===== config.mk =====
export PLATFORM = sky130hd
export DESIGN_NAME = cmp_timer
export DESIGN_NICKNAME = d
export VERILOG_FILES = /design/src/rtl/ct_pkg.sv /design/src/rtl/ct_counter.sv /design/src/rtl/ct_flag.sv /design/src/rtl/ct_pin.sv /design/src/rtl/cmp_timer.sv
export SDC_FILE = /design/constraint.sdc
export NUM_CORES = 1
export LEC_CHECK = 0
export ABC_AREA = 1
export BUFFER_PORTS_ARGS = -buffer_cell sky130_fd_sc_hd__buf_2
export CAP_MARGIN = 10
export CORE_ASPECT_RATIO = 0.5
export CORE_UTILIZATION = 45
export DETAILED_ROUTE_END_ITERATION = 10
export PLACE_DENSITY_LB_ADDON = 0.08
export SYNTH_ARGS = -nofsm -noshare
export SYNTH_HDL_FRONTEND = slang
export SYNTH_SLANG_ARGS = --single-unit

===== constraint.sdc =====
create_clock -name clk -period 1.6 [get_ports clk]
set_clock_uncertainty 0.1 [all_clocks]
set_input_delay 0.24 -clock clk [delete_from_list [all_inputs] [get_ports clk]]
set_output_delay 0.24 -clock clk [all_outputs]
set_load 0.01 [all_outputs]

===== src/rtl/ct_pkg.sv =====
// Shared definitions for the compare-match timer: register map,
// output modes and status-register bit positions.
package ct_pkg;
    localparam int unsigned REG_AW   = 2;
    localparam int unsigned CSR_W    = 8;
    localparam int unsigned FLAG_N   = 3;
    // flag index 0 wrap, 1 match A, 2 match B; mapped to status bits 5..7
    localparam int unsigned FLAG_LSB = 5;
    localparam int unsigned TE_BIT   = 4;
    localparam int unsigned MODE_LSB = 2;

    typedef enum logic [REG_AW-1:0] {
        RA_CSR  = 2'd0,
        RA_CNT  = 2'd1,
        RA_CMPA = 2'd2,
        RA_CMPB = 2'd3
    } reg_addr_e;

    typedef enum logic [1:0] {
        PIN_KEEP = 2'd0,
        PIN_LOW  = 2'd1,
        PIN_HIGH = 2'd2,
        PIN_FLIP = 2'd3
    } pin_mode_e;
endpackage


===== src/rtl/ct_counter.sv =====
// Up-counter with load and two equality comparators.
// Assumes: a load beats an increment in the same cycle, and a load
// raises no events. Matches are taken on the post-increment value.
module ct_counter #(
    parameter int unsigned DW = 8
) (
    input  logic          clk,
    input  logic          rst_n,
    input  logic          inc,
    input  logic          load,
    input  logic [DW-1:0] load_val,
    input  logic [DW-1:0] cmp_a,
    input  logic [DW-1:0] cmp_b,
    output logic [DW-1:0] count_q,
    output logic          hit_a,
    output logic          hit_b,
    output logic          wrap
);
    localparam logic [DW-1:0] TOP = '1;

    logic [DW-1:0] nxt;
    logic          step;

    // next value and event decode for this cycle
    always_comb begin
        step  = inc & ~load;
        nxt   = count_q + DW'(1);
        hit_a = step & (nxt == cmp_a);
        hit_b = step & (nxt == cmp_b);
        wrap  = step & (count_q == TOP);
    end

    // counter register
    always_ff @(posedge clk) begin
        if (!rst_n)     count_q <= '0;
        else if (load)  count_q <= load_val;
        else if (step)  count_q <= nxt;
    end
endmodule


===== src/rtl/ct_flag.sv =====
// One sticky status flag with its own read qualification.
// Assumes: rd_hit/wr_hit mark status-register accesses; a set event
// wins over a clearing write in the same cycle.
module ct_flag (
    input  logic clk,
    input  logic rst_n,
    input  logic set_evt,
    input  logic rd_hit,
    input  logic wr_hit,
    input  logic wr_bit,
    output logic flag_q
);
    logic arm_q;
    logic clr;

    // a qualified zero write clears
    always_comb clr = wr_hit & arm_q & ~wr_bit;

    // read qualification: armed by a read seeing 1, dropped by any status write
    always_ff @(posedge clk) begin
        if (!rst_n)      arm_q <= 1'b0;
        else if (wr_hit) arm_q <= 1'b0;
        else             arm_q <= arm_q | (rd_hit & flag_q);
    end

    // flag state, event over clear
    always_ff @(posedge clk) begin
        if (!rst_n) flag_q <= 1'b0;
        else        flag_q <= set_evt | (flag_q & ~clr);
    end
endmodule


===== src/rtl/ct_pin.sv =====
// Output pin acted on by compare-match B according to a 2-bit mode.
// Assumes: the pin resets low and moves only on a hit.
module ct_pin
    import ct_pkg::*;
(
    input  logic      clk,
    input  logic      rst_n,
    input  logic      hit,
    input  pin_mode_e mode,
    output logic      pin_q
);
    // pin update on a match
    always_ff @(posedge clk) begin
        if (!rst_n) pin_q <= 1'b0;
        else if (hit) begin
            case (mode)
                PIN_LOW:  pin_q <= 1'b0;
                PIN_HIGH: pin_q <= 1'b1;
                PIN_FLIP: pin_q <= ~pin_q;
                default:  pin_q <= pin_q;
            endcase
        end
    end
endmodule


===== src/rtl/cmp_timer.sv =====
// Compare-match timer top: register bus, control bits, three sticky
// flags, converter start pulse and compare-B output pin.
// Assumes: DW >= 8 (the status register occupies the low 8 bits);
// read data is registered with one cycle of latency.
module cmp_timer
    import ct_pkg::*;
#(
    parameter int unsigned DW = 8
) (
    input  logic              clk,
    input  logic              rst_n,
    input  logic              cnt_en,
    input  logic [REG_AW-1:0] bus_addr,
    input  logic              bus_wr,
    input  logic              bus_rd,
    input  logic [DW-1:0]     bus_wdata,
    output logic [DW-1:0]     bus_rdata,
    output logic              cmp_out,
    output logic              conv_start
);
    reg_addr_e         addr_e;
    logic              wr_csr, rd_csr, wr_cnt;
    logic [DW-1:0]     cnt_q, cmpa_q, cmpb_q, csr_val;
    logic              hit_a, hit_b, wrap_evt;
    logic [FLAG_N-1:0] evt, flag_q;
    logic              te_q;
    pin_mode_e         mode_q;

    // bus access decode
    always_comb begin
        addr_e = reg_addr_e'(bus_addr);
        wr_csr = bus_wr & (addr_e == RA_CSR);
        rd_csr = bus_rd & (addr_e == RA_CSR);
        wr_cnt = bus_wr & (addr_e == RA_CNT);
        evt    = {hit_b, hit_a, wrap_evt};
    end

    ct_counter #(.DW(DW)) u_cnt (
        .clk      (clk),
        .rst_n    (rst_n),
        .inc      (cnt_en),
        .load     (wr_cnt),
        .load_val (bus_wdata),
        .cmp_a    (cmpa_q),
        .cmp_b    (cmpb_q),
        .count_q  (cnt_q),
        .hit_a    (hit_a),
        .hit_b    (hit_b),
        .wrap     (wrap_evt)
    );

    for (genvar i = 0; i < FLAG_N; i++) begin : g_flag
        ct_flag u_flag (
            .clk     (clk),
            .rst_n   (rst_n),
            .set_evt (evt[i]),
            .rd_hit  (rd_csr),
            .wr_hit  (wr_csr),
            .wr_bit  (bus_wdata[FLAG_LSB+i]),
            .flag_q  (flag_q[i])
        );
    end

    ct_pin u_pin (
        .clk   (clk),
        .rst_n (rst_n),
        .hit   (hit_b),
        .mode  (mode_q),
        .pin_q (cmp_out)
    );

    // compare registers
    always_ff @(posedge clk) begin
        if (!rst_n) begin
            cmpa_q <= '0;
            cmpb_q <= '0;
        end else if (bus_wr) begin
            if (addr_e == RA_CMPA) cmpa_q <= bus_wdata;
            if (addr_e == RA_CMPB) cmpb_q <= bus_wdata;
        end
    end

    // control bits: trigger enable and pin mode
    always_ff @(posedge clk) begin
        if (!rst_n) begin
            te_q   <= 1'b0;
            mode_q <= PIN_KEEP;
        end else if (wr_csr) begin
            te_q   <= bus_wdata[TE_BIT];
            mode_q <= pin_mode_e'(bus_wdata[MODE_LSB+1:MODE_LSB]);
        end
    end

    // converter start pulse
    always_ff @(posedge clk) begin
        if (!rst_n) conv_start <= 1'b0;
        else        conv_start <= hit_a & te_q;
    end

    // status/control read image
    always_comb begin
        csr_val = '0;
        csr_val[FLAG_LSB+FLAG_N-1:FLAG_LSB] = flag_q;
        csr_val[TE_BIT] = te_q;
        csr_val[MODE_LSB+1:MODE_LSB] = mode_q;
    end

    // registered read data
    always_ff @(posedge clk) begin
        if (!rst_n) bus_rdata <= '0;
        else if (bus_rd) begin
            case (addr_e)
                RA_CSR:  bus_rdata <= csr_val;
                RA_CNT:  bus_rdata <= cnt_q;
                RA_CMPA: bus_rdata <= cmpa_q;
                default: bus_rdata <= cmpb_q;
            endcase
        end
    end
endmodule


After elaboration in Yosys (flattened, before gate mapping) --
Cells that the tools add are included.
Cells by class: add/sub/neg operators 1, equality and inequality tests 9, multiplexer cells 4, bitwise logic cells 35, reductions and logical operators 7
Operators by type and width (count):
- 8-bit one-hot mux with 3 select lines | 1
- 1-bit AND | 20
- 8-bit == test | 2
- 8-bit two-way mux | 2
- 1-bit NOT | 9
- 8-bit by 1-bit adder with 8-bit output (second input constant) | 1
- 2-bit == test (second input constant) | 4
- 8-bit == test (second input constant) | 1
- 1-bit OR | 6
- 2-bit AND reduction | 3
- 2-bit by 1-bit == test with 1-bit output (second input constant) | 2
- 1-bit one-hot mux with 3 select lines | 1
- 3-bit nonzero test | 1
- 2-bit zero test | 1
- 2-bit nonzero test | 1
- 2-bit OR reduction | 1
Storage, ports and cells: register bits after elaboration 43, bits of input ports 15, output and inout bits 10, logic and storage cells 70

Logic depth before layout (Yosys ltp) --
Gate-level depths: netlist of the first run.
word-level depth 7, gate-level depth with buffers 13, depth with buffers taken out 13

Cells and area by module --
From an unflattened synthesis of the first run, not the netlist that was laid out.
Second synthesis, totals: cells, all modules 365, area, all modules 2442.3 um2
Modules (own cells, without submodules):
- cmp_timer | instances 1, cells each 171, area each 1302.5 um2
- ct_counter | instances 1, cells each 159, area each 865.8 um2
- ct_flag | instances 3, cells each 10, area each 78.8 um2
- ct_pin | instances 1, cells each 5, area each 37.5 um2

Worst setup path after synthesis of the first run --
OpenSTA, ideal clock, no wires.
path type register -> register, from register u_cnt.count_q[1], to register u_pin.pin_q, data arrival time 1476 ps, data required time 1389 ps, path slack -87 ps, stages on the path, launching flop included 13, path buffers 0, period minus slack after synthesis 1687 ps, cells stage by stage dfxtp_1 > ha_1 > nand2_4 > inv_2 > nand3_1 > nand2_2 > nor2_1 > nor2_1 > nand2_1 > nor2_4 > nand3b_1 > nand2_1 > nor2_2
On the way: longest elaborated chain between the ends 4
Ends and longest elaborated chain:
- start, declared | RTL line ct_counter.sv:14 | output logic [DW-1:0] count_q,
- start signal, assigned | RTL line ct_counter.sv:36 | else if (load) count_q <= load_val;
- start signal, assigned | RTL line ct_counter.sv:37 | else if (step) count_q <= nxt;
- 8-bit by 1-bit adder with 8-bit output | RTL line ct_counter.sv:27 | nxt = count_q + DW'(1);
- 8-bit == test | RTL line ct_counter.sv:29 | hit_b = step & (nxt == cmp_b);
- 1-bit AND | RTL line ct_counter.sv:29
- 2-bit AND reduction (no source line)
- end signal, assigned | RTL line ct_pin.sv:19 | PIN_FLIP: pin_q <= ~pin_q;
- end signal, assigned | RTL line ct_pin.sv:20 | default: pin_q <= pin_q;
- end, declared | RTL line ct_pin.sv:10 | output logic pin_q
Every way passes these cells. A chain may end at the register's enable or synchronous reset.

Final worst setup path of the first run --
from register u_cnt.count_q[0], to register g_flag[1].u_flag.flag_q
On the way: longest elaborated chain between the ends 4
Ends and longest elaborated chain:
- 8-bit by 1-bit adder with 8-bit output | RTL line ct_counter.sv:27
- 8-bit == test | RTL line ct_counter.sv:28 | hit_a = step & (nxt == cmp_a);
- 1-bit AND | RTL line ct_counter.sv:28
- 1-bit OR | RTL line ct_flag.sv:29 | else flag_q <= set_evt | (flag_q & ~clr);
- end signal, assigned | RTL line ct_flag.sv:29
- end, declared | RTL line ct_flag.sv:11 | output logic flag_q
Every way passes these cells.

==> flow_summary.json, run 1 <==
{
  "final_cells": 438,
  "hold_ws_ps": 134,
  "ys_warn_count": 0,
  "period_needed_ps": 1710,
  "drt-total-wl_mm": 6.69,
  "ioPinCount": 25,
  "crit_top_cell": "nor3_2",
  "port_buffers": 24,
  "crit_family": "simple AND/OR/NAND/NOR gates",
  "htree_levels": 2,
  "setup_viol": 3,
  "seq_area_um2": 867,
  "clk_latency_ps": 310,
  "critPathRequiredTime_ps": 1760,
  "cp.buffers_inverters": 1,
  "wl_per_cell_um": 15.3,
  "max_freq_ghz": 0.584,
  "synth.cell_area_um2": 2290,
  "status": "finished with violations",
  "yosys.area.top_type": "dfxtp_1",
  "synth.area.top_cells": "dfxtp_1 38%, nand2_1 11%, nand3_1 6.1%, a21oi_1 5.9%, inv_1 5.7%",
  "drc": 0,
  "syn_inst": 320,
  "die_w_um": 103,
  "critPathMaxFanout": 3,
  "grt_overflow": 0,
  "grt_usage_pct": 27.0,
  "synthArstFlopShare_pct": 0,
  "yosysSeqAreaShare_pct": 37.6,
  "dp.cells": 422,
  "synth_most_common_cell": "nand2_1",
  "drive_above_1_share_pct": 30.6,
  "drv_slew": 0,
  "root_buffer": "clkbuf_8",
  "start_util_pct": 49.3,
  "multiInputGateArea_um2": 1290,
  "synth_flop_cell": "dfxtp_1",
  "synth_cell_type_count": 33,
  "finalCritPeriodShare_pct": 107,
  "hpwlAfterDp_mm": 4.92,
  "clk_pin_slew_ps": 90,
  "cap_violations": 0,
  "worstSetupStartpoint": "u_cnt.count_q[0]",
  "grt_pass1_wl_mm": 10.7,
  "cts_buffer_depth": 2,
  "numCtsBuffers": 5,
  "post_synth_most_frequent_cells": "66 x nand2_1, 43 x dfxtp_1, 35 x inv_1, 28 x nand3_1, 27 x a21oi_1",
  "reg2reg_from": "u_cnt.count_q[0]",
  "clkSinkCount": 43,
  "synth_nets": 336,
  "p_leak_uw": 0.00122,
  "die_h_um": 52.4,
  "n_fill_cell": 452,
  "tightest_slew_ps": 479,
  "failed_checks": "negative setup slack",
  "finalHoldViolCount": 0,
  "netlist.area_leader.share_pct": 37.6,
  "slew_headroom_pct": 68.0,
  "ant_nets": 0,
  "rsz0062_at_grt": "true",
  "fin_ws_ps": -113,
  "worst_setup_path_start_kind": "flop",
  "first_pass_iters": 5,
  "crit_chain": "ha_4, xor2_2, nor3_2, buf_4, nand2_2, nor3_2, nand3_2, a21oi_2",
  "p_per_area_nw_per_um2": 854,
  "viasPerCell": 5.51,
  "drt_iter0_markers": 168,
  "cts_tree": "yes",
  "grt_max_degree": 26,
  "antenna_cells": 0,
  "synth_area_per_cell_um2": 7.15,
  "cp-end-kind": "flop",
  "crit_type": "reg2reg",
  "rows": 17,
  "routabilityCongestion": 0.882,
  "final.setup.tns_ps": -292,
  "dieArea_um2": 5390,
  "synth-edff-count": 0,
  "coreArea_um2": 4640,
  "cp.arrival_ps": 1870,
  "antenna_found_initial": 0,
  "area_delta_synth_final_pct": 26.0,
  "vias": 2412,
  "critPathSlowestCell": "dfxtp_2",
  "vdd_ir_drop_max_uv": 404,
  "final_nets": 387,
  "hold_path_class": "in2reg",
  "max_stage_delay_ps": 340,
  "place_ws_ps": -170,
  "synth-seq-cells": 43,
  "min_from": "bus_wdata[1]",
  "grt_pass1_vias": 2182
}
cell usage in the layout (no fill, tap or decap), drive strengths merged:
master and instances:
nand2 79, bufinv 1, or2 1, nand3b 1
xor2 3, clkinv 2, nand4 3, o31ai 3
xnor2 2, a221oi 4, nor2 26, nor3 3
dfxtp 43, a41oi 2, a31oi 9, clkbuf 5
buf 56, ha 1, o211ai 1, a21oi 29
nand3 32, o21ai 24, inv 37, o22ai 5
through the flow:
stage	instance area, um2	utilization (%)	power [uW]
3_3_place_gp	2630	56.6	1540
3_5_place_dp	2630	56.6	1550
6_report	2880	62.2	2460
4_1_cts	2840	61.2	2440
2_1_floorplan	2290	-	1410
5_1_grt	2880	62.2	2550
registers in the layout (all words and copies together), names as in the netlist:
register and flops:
g_flag.u_flag.flag_q 3, mode_q 2, cmpb_q 8, te_q 1, conv_start 1, g_flag.u_flag.arm_q 3
cmpa_q 8, u_cnt.count_q 8, bus_rdata 8, u_pin.pin_q 1
worst register-to-register path, delay by kind of cell (launching register included):
family | cells | cell delay (ps)
buffers and inverters | 1 | 160
and+or+nand+nor | 4 | 530
xor gates and xnor gates | 1 | 150
AOI/OAI and AO/OA | 1 | 130
DFF | 1 | 340
adders and majority gates | 1 | 260
layout make-up:
class                           count  share of cell area [%]
Sequential cell                    43                    30.1
Multi-Input combinational cell    228                    44.9
Tap cell                           66                    2.86
Clock inverter                      3                    1.52
Clock buffer                        5                    2.39
Inverter                           37                    4.82
Timing Repair Buffer               56                    13.5
where the power goes:
part,leakage (uW),internal (uW),switching (uW)
Sequential,0.000353,1120,40.0
Combinational,0.000813,173,252
Clock,0.0000581,465,411
cells by family (layout without fill, tap and decap cells):
family / count (synthesis) / in the layout / synth area share [%]
adder cells (fa/ha/maj): 1 / 1 / 0.547
AND/OR/NAND/NOR: 145 / 145 / 31.3
AO/OA/AOI/OAI: 77 / 77 / 19.5
XOR/XNOR: 5 / 5 / 2.24
buffers and inverters: 49 / 101 / 8.70
flip-flops: 43 / 43 / 37.6
final timing paths:
path                              to  slack (ps)  cells past startpoint
max          g_flag[1].u_flag.flag_q        -110                      8
min reg2reg   g_flag[0].u_flag.arm_q         370                      2
max reg2reg  g_flag[1].u_flag.flag_q        -110                      8
min                        cmpb_q[1]         130                      3
repair_timing:
| action | in CTS | in global routing |
|---|---|---|
| endpoints found under the setup margin | 4 | 4 |
| gates resized for setup | 14 | 8 |
| setup buffers | 6 | 2 |
| gates cloned | 0 | 0 |
| hold buffers | 0 | 0 |
| pin swaps | 12 | 13 |
routing by layer:
layer	track usage, %	vias up	part of all wire [%]
met3	4.53	15	7.4
met5	0	-	0
met2	42.4	98	42
met4	9.39	0	2.1
met1	37.6	1127	48
li1	-	1172	-
Note: power is estimated with default switching activity, not from simulation.
==> run 2: changes to the inputs <==
--- a/config.mk
+++ b/config.mk
@@ -9,9 +9,12 @@
 export BUFFER_PORTS_ARGS = -buffer_cell sky130_fd_sc_hd__buf_2
 export CAP_MARGIN = 10
 export CORE_ASPECT_RATIO = 0.5
+export CORE_MARGIN = 2
 export CORE_UTILIZATION = 45
 export DETAILED_ROUTE_END_ITERATION = 10
 export PLACE_DENSITY_LB_ADDON = 0.08
+export SETUP_SLACK_MARGIN = 0.5
+export SKIP_CTS_REPAIR_TIMING = 1
 export SYNTH_ARGS = -nofsm -noshare
 export SYNTH_HDL_FRONTEND = slang
 export SYNTH_SLANG_ARGS = --single-unit
==> flow_summary.json, run 2 (synthesis results as in run 1) <==
{
  "finalHoldViolCount": 0,
  "final.setup.tns_ps": -221,
  "failed_checks": "negative setup slack",
  "cp.arrival_ps": 1810,
  "dieArea_um2": 5700,
  "htree_levels": 2,
  "routabilityCongestion": 0.909,
  "grt_max_degree": 26,
  "worstSetupStartpoint": "u_cnt.count_q[0]",
  "clkSinkCount": 43,
  "clk_latency_ps": 300,
  "coreArea_um2": 4910,
  "vias": 2354,
  "final_nets": 389,
  "layout_commonest_cell": "nand2_1",
  "antenna_cells": 0,
  "max_stage_delay_ps": 350,
  "root_buffer": "clkbuf_8",
  "max_freq_ghz": 0.590,
  "tightest_slew_ps": 699,
  "drv_slew": 0,
  "critPathRequiredTime_ps": 1720,
  "ioPinCount": 25,
  "status": "finished with violations",
  "antenna_found_initial": 0,
  "hpwlAfterDp_mm": 4.96,
  "p_comb_share_pct": 19.8,
  "area_delta_synth_final_pct": 36.5,
  "postLayoutCellArea_um2": 3120,
  "r2r_end": "conv_start",
  "clk_pin_slew_ps": 90,
  "cap_violations": 0,
  "grt_usage_pct": 23.4,
  "critPathSlowestCell": "dfxtp_2",
  "numCtsBuffers": 5,
  "setup_viol": 3,
  "final_cell_mix": "51 x nand2_1, 28 x dfxtp_1, 26 x a21oi_1, 24 x inv_1",
  "p_sw_uw": 705,
  "grt_pass1_wl_mm": 10.0,
  "crit_top_cell": "nor3_2",
  "worst_setup_path_start_kind": "flop",
  "drt_iter0_markers": 112,
  "utilization_pct": 63.6,
  "p_leak_uw": 0.00128,
  "first_pass_iters": 4,
  "die_w_um": 105,
  "placed_area_um2": 2720,
  "path_depth": 8,
  "grt_overflow": 0,
  "reg2reg_from": "u_cnt.count_q[0]",
  "sw_frac_of_total_pct": 30.3,
  "min_from": "bus_wdata[0]",
  "fin_ws_ps": -94.1,
  "p_per_area_nw_per_um2": 745,
  "rows": 18,
  "crit_type": "reg2reg",
  "rsz0062_at_grt": "true",
  "cts_buffer_depth": 2,
  "finalCritPeriodShare_pct": 106,
  "period_needed_ps": 1690,
  "cp.buffers_inverters": 1,
  "drc": 0,
  "seqPwrFrac_pct": 49.9,
  "internal-power_uw": 1620,
  "clkPwrFrac_pct": 30.3,
  "cts_tree": "yes",
  "viasPerCell": 5.30,
  "r2r_slack_ps": -90,
  "critPathMaxFanout": 3,
  "ant_nets": 0,
  "drive_above_1_share_pct": 41.7,
  "slew_headroom_pct": 53.4,
  "vdd_ir_drop_max_uv": 400,
  "drt-total-wl_mm": 6.73,
  "port_buffers": 24,
  "cp-end-kind": "flop",
  "start_util_pct": 46.6,
  "crit_family": "simple AND/OR/NAND/NOR gates",
  "grt_pass1_vias": 2069,
  "die_h_um": 54.4,
  "crit_chain": "ha_4, xor2_1, nor3_1, buf_4, nand2_2, nor3_2, nand3_2, nor3_2",
  "n_fill_cell": 468,
  "hold_path_class": "in2reg",
  "wl_per_cell_um": 15.2,
  "endpoint": "conv_start",
  "r2r_cells": 8
}
==> run 2: how the worst min path moves through the flow <==
stage	end	slack, ps	cells past startpoint
2_1_floorplan	u_cnt.count_q[4]	280	2
3_3_place_gp	g_flag[0].u_flag.arm_q	360	2
3_5_place_dp	g_flag[2].u_flag.arm_q	360	2
4_1_cts	cmpa_q[0]	140	3
5_1_grt	cmpb_q[0]	150	3
6_report	cmpa_q[0]	140	3
==> run 2: per-stage QoR <==
| step | power, uW | cells | hold slack, ps | worst slack [ps] |
|---|---|---|---|---|
| floorplan | 1420 | 320 | 276 | 67.9 |
| global placement | 1560 | 431 | 360 | -113 |
| detailed placement | 1570 | 431 | 365 | -118 |
| CTS | 2260 | 439 | 142 | -169 |
| global route | 2420 | 444 | 149 | -198 |
| finish | 2330 | 444 | 141 | -94.1 |
==> run 2: area by class of cell <==
| cell class | count | area, um2 | area share (%) |
|---|---|---|---|
| tap | 70 | 87.6 | 2.80 |
| inverter | 37 | 155 | 4.97 |
| clock inverter | 2 | 11.3 | 0.361 |
| timing repair buffer | 58 | 489 | 15.7 |
| multi-input combinational | 228 | 1420 | 45.5 |
| clock buffer | 6 | 72.6 | 2.32 |
| sequential | 43 | 887 | 28.4 |
==> run 2: power groups by stage <==
stage               clock network (uW)  logic (uW)  registers [uW]
global placement                     0         386            1180
CTS                                711         391            1150
global route                       759         499            1170
detailed placement                   0         389            1180
finish                             704         461            1160
floorplan                            0         246            1180
==> run 2: worst reg2reg max path: stages, from the launching register on <==
cell and delay (ps):
dfxtp_2 350, ha_4 250, xor2_1 140, nor3_1 170
buf_4 150, nand2_2 50, nor3_2 140, nand3_2 120
nor3_2 150
==> run 2: routing by layer <==
| metal | up-vias | global-route usage [%] | share of wire (%) |
|---|---|---|---|
| met5 | - | 0 | 0 |
| met2 | 54 | 37.1 | 44 |
| met3 | 5 | 4.76 | 5.7 |
| li1 | 1183 | - | - |
| met4 | 0 | 4.00 | 0.40 |
| met1 | 1112 | 33.7 | 50 |
==> run 3: changes to the inputs <==
==> constraint.sdc (replaced) <==
create_clock -name clk -period 1.6 [get_ports clk]
set_clock_uncertainty 0.1 [all_clocks]
set_input_delay 0.32 -clock clk [delete_from_list [all_inputs] [get_ports clk]]
set_output_delay 0.32 -clock clk [all_outputs]
set_load 0.01 [all_outputs]
==> flow_summary.json, run 3 (synthesis results as in run 1) <==
{
  "ant_nets": 0,
  "final_nets": 393,
  "port_buffers": 24,
  "layout_commonest_cell": "nand2_1",
  "rsz0062_at_grt": "true",
  "final_cell_mix": "53 x nand2_1, 29 x dfxtp_1, 27 x buf_6, 25 x inv_1, 25 x a21oi_1",
  "sw_frac_of_total_pct": 27.4,
  "antenna_cells": 0,
  "finalHoldViolCount": 0,
  "clk_pin_slew_ps": 90,
  "cp-end-kind": "flop",
  "routabilityCongestion": 0.916,
  "finalCritPeriodShare_pct": 104,
  "first_pass_iters": 4,
  "p_per_area_nw_per_um2": 794,
  "r2r_cells": 8,
  "vias": 2442,
  "drc": 0,
  "numCtsBuffers": 5,
  "start_util_pct": 46.6,
  "area_delta_synth_final_pct": 44.8,
  "max_freq_ghz": 0.603,
  "reg2reg_from": "u_cnt.count_q[0]",
  "min_from": "bus_wdata[1]",
  "internal-power_uw": 1910,
  "grt_pass1_wl_mm": 10.4,
  "root_buffer": "clkbuf_8",
  "final.setup.tns_ps": -158,
  "worstSetupStartpoint": "u_cnt.count_q[0]",
  "vdd_ir_drop_max_uv": 391,
  "critPathRequiredTime_ps": 1740,
  "hpwlAfterDp_mm": 4.94,
  "hold_path_class": "in2reg",
  "grt_pass1_vias": 2095,
  "failed_checks": "negative setup slack",
  "fin_ws_ps": -58.7,
  "cp.arrival_ps": 1800,
  "die_h_um": 54.4,
  "report.power.total_uw": 2630,
  "wl_per_cell_um": 15.9,
  "r2r_slack_ps": -60,
  "slew_headroom_pct": 77.4,
  "p_sw_uw": 721,
  "cap_violations": 0,
  "drv_slew": 0,
  "htree_levels": 2,
  "ioPinCount": 25,
  "grt_overflow": 0,
  "coreArea_um2": 4910,
  "drt-total-wl_mm": 7.12,
  "antenna_found_initial": 0,
  "critPathMaxFanout": 3,
  "rows": 18,
  "min_to": "cmpb_q[1]",
  "worst_setup_path_start_kind": "flop",
  "clkSinkCount": 43,
  "multiInputGateArea_um2": 1480,
  "n_fill_cell": 425,
  "drive_above_1_share_pct": 43.1,
  "p_comb_share_pct": 20.0,
  "grt_max_degree": 20,
  "clk_latency_ps": 290,
  "seq_area_um2": 891,
  "clkPwrFrac_pct": 35.8,
  "min_path_cells": 3,
  "r2r_end": "g_flag[1].u_flag.flag_q",
  "drt_iter0_markers": 187,
  "period_needed_ps": 1660,
  "tightest_slew_ps": 340,
  "seqPwrFrac_pct": 44.2,
  "cts_tree": "yes",
  "crit_type": "reg2reg",
  "status": "finished with violations",
  "p_leak_uw": 0.00132,
  "cts_buffer_depth": 2,
  "grt_usage_pct": 24.0,
  "setup_viol": 3,
  "viasPerCell": 5.45,
  "dieArea_um2": 5700,
  "die_w_um": 105
}
## run 3: cell types whose count changed in the layout (fill, tap and decap cells not counted), sizes merged
cell    change
bufinv      +1
clkinv      -1
inv         -1
buf         +2
nand2       +2
clkbuf      +1
## run 3: per-layer routing
metal,vias up,share of wire [%],wire [um],GRT usage (%)
met5,-,0,0,0
met4,0,0.44,31,5.78
met3,4,7.4,527,5.60
met2,106,43,3070,37.6
met1,1145,49,3490,33.8
li1,1187,-,-,-
## run 3: how the worst max path moves through the flow
stage                                         end  slack (ps)  cells past startpoint
after floorplan                       u_pin.pin_q          70                      9
after global placement                 conv_start         -10                     10
after detailed placement               conv_start         -50                     10
after CTS                              conv_start         -70                     10
after global routing                  u_pin.pin_q        -170                     10
final                     g_flag[1].u_flag.flag_q         -60                      8
## run 3: metrics by stage
step | hold slack (ps) | cells | worst slack, ps | util [%] | area [um2]
after floorplan | 337 | 320 | 67.9 | - | 2400
after global placement | 351 | 426 | -15.0 | 55.2 | 2710
after detailed placement | 356 | 426 | -52.1 | 55.2 | 2710
after CTS | 209 | 434 | -67.6 | 57.8 | 2840
after global routing | 230 | 448 | -174 | 67.5 | 3310
final | 215 | 448 | -58.7 | 67.5 | 3310
## run 3: layout make-up
class,instances,share of cell area [%]
Multi-Input combinational cell,230,44.8
Sequential cell,43,26.9
Timing Repair Buffer,60,16.7
Inverter,37,5.14
Clock buffer,7,2.95
Tap cell,70,2.64
Clock inverter,1,0.907
## run 3: critical path, stage by stage (launching register included)
cell and delay [ps]:
dfxtp_4 370, ha_4 260, xor2_1 150, nor3_1 170
buf_4 160, nand2_2 50, nor3_2 120, nand3_2 110
a21oi_2 130
## run 3: power groups by stage
stage / sequential, uW / clock, uW / combinational (uW)
floorplan: 1180 / 0 / 255
global placement: 1180 / 0 / 390
global route: 1170 / 994 / 571
finish: 1160 / 943 / 526
detailed placement: 1180 / 0 / 395
CTS: 1160 / 958 / 396
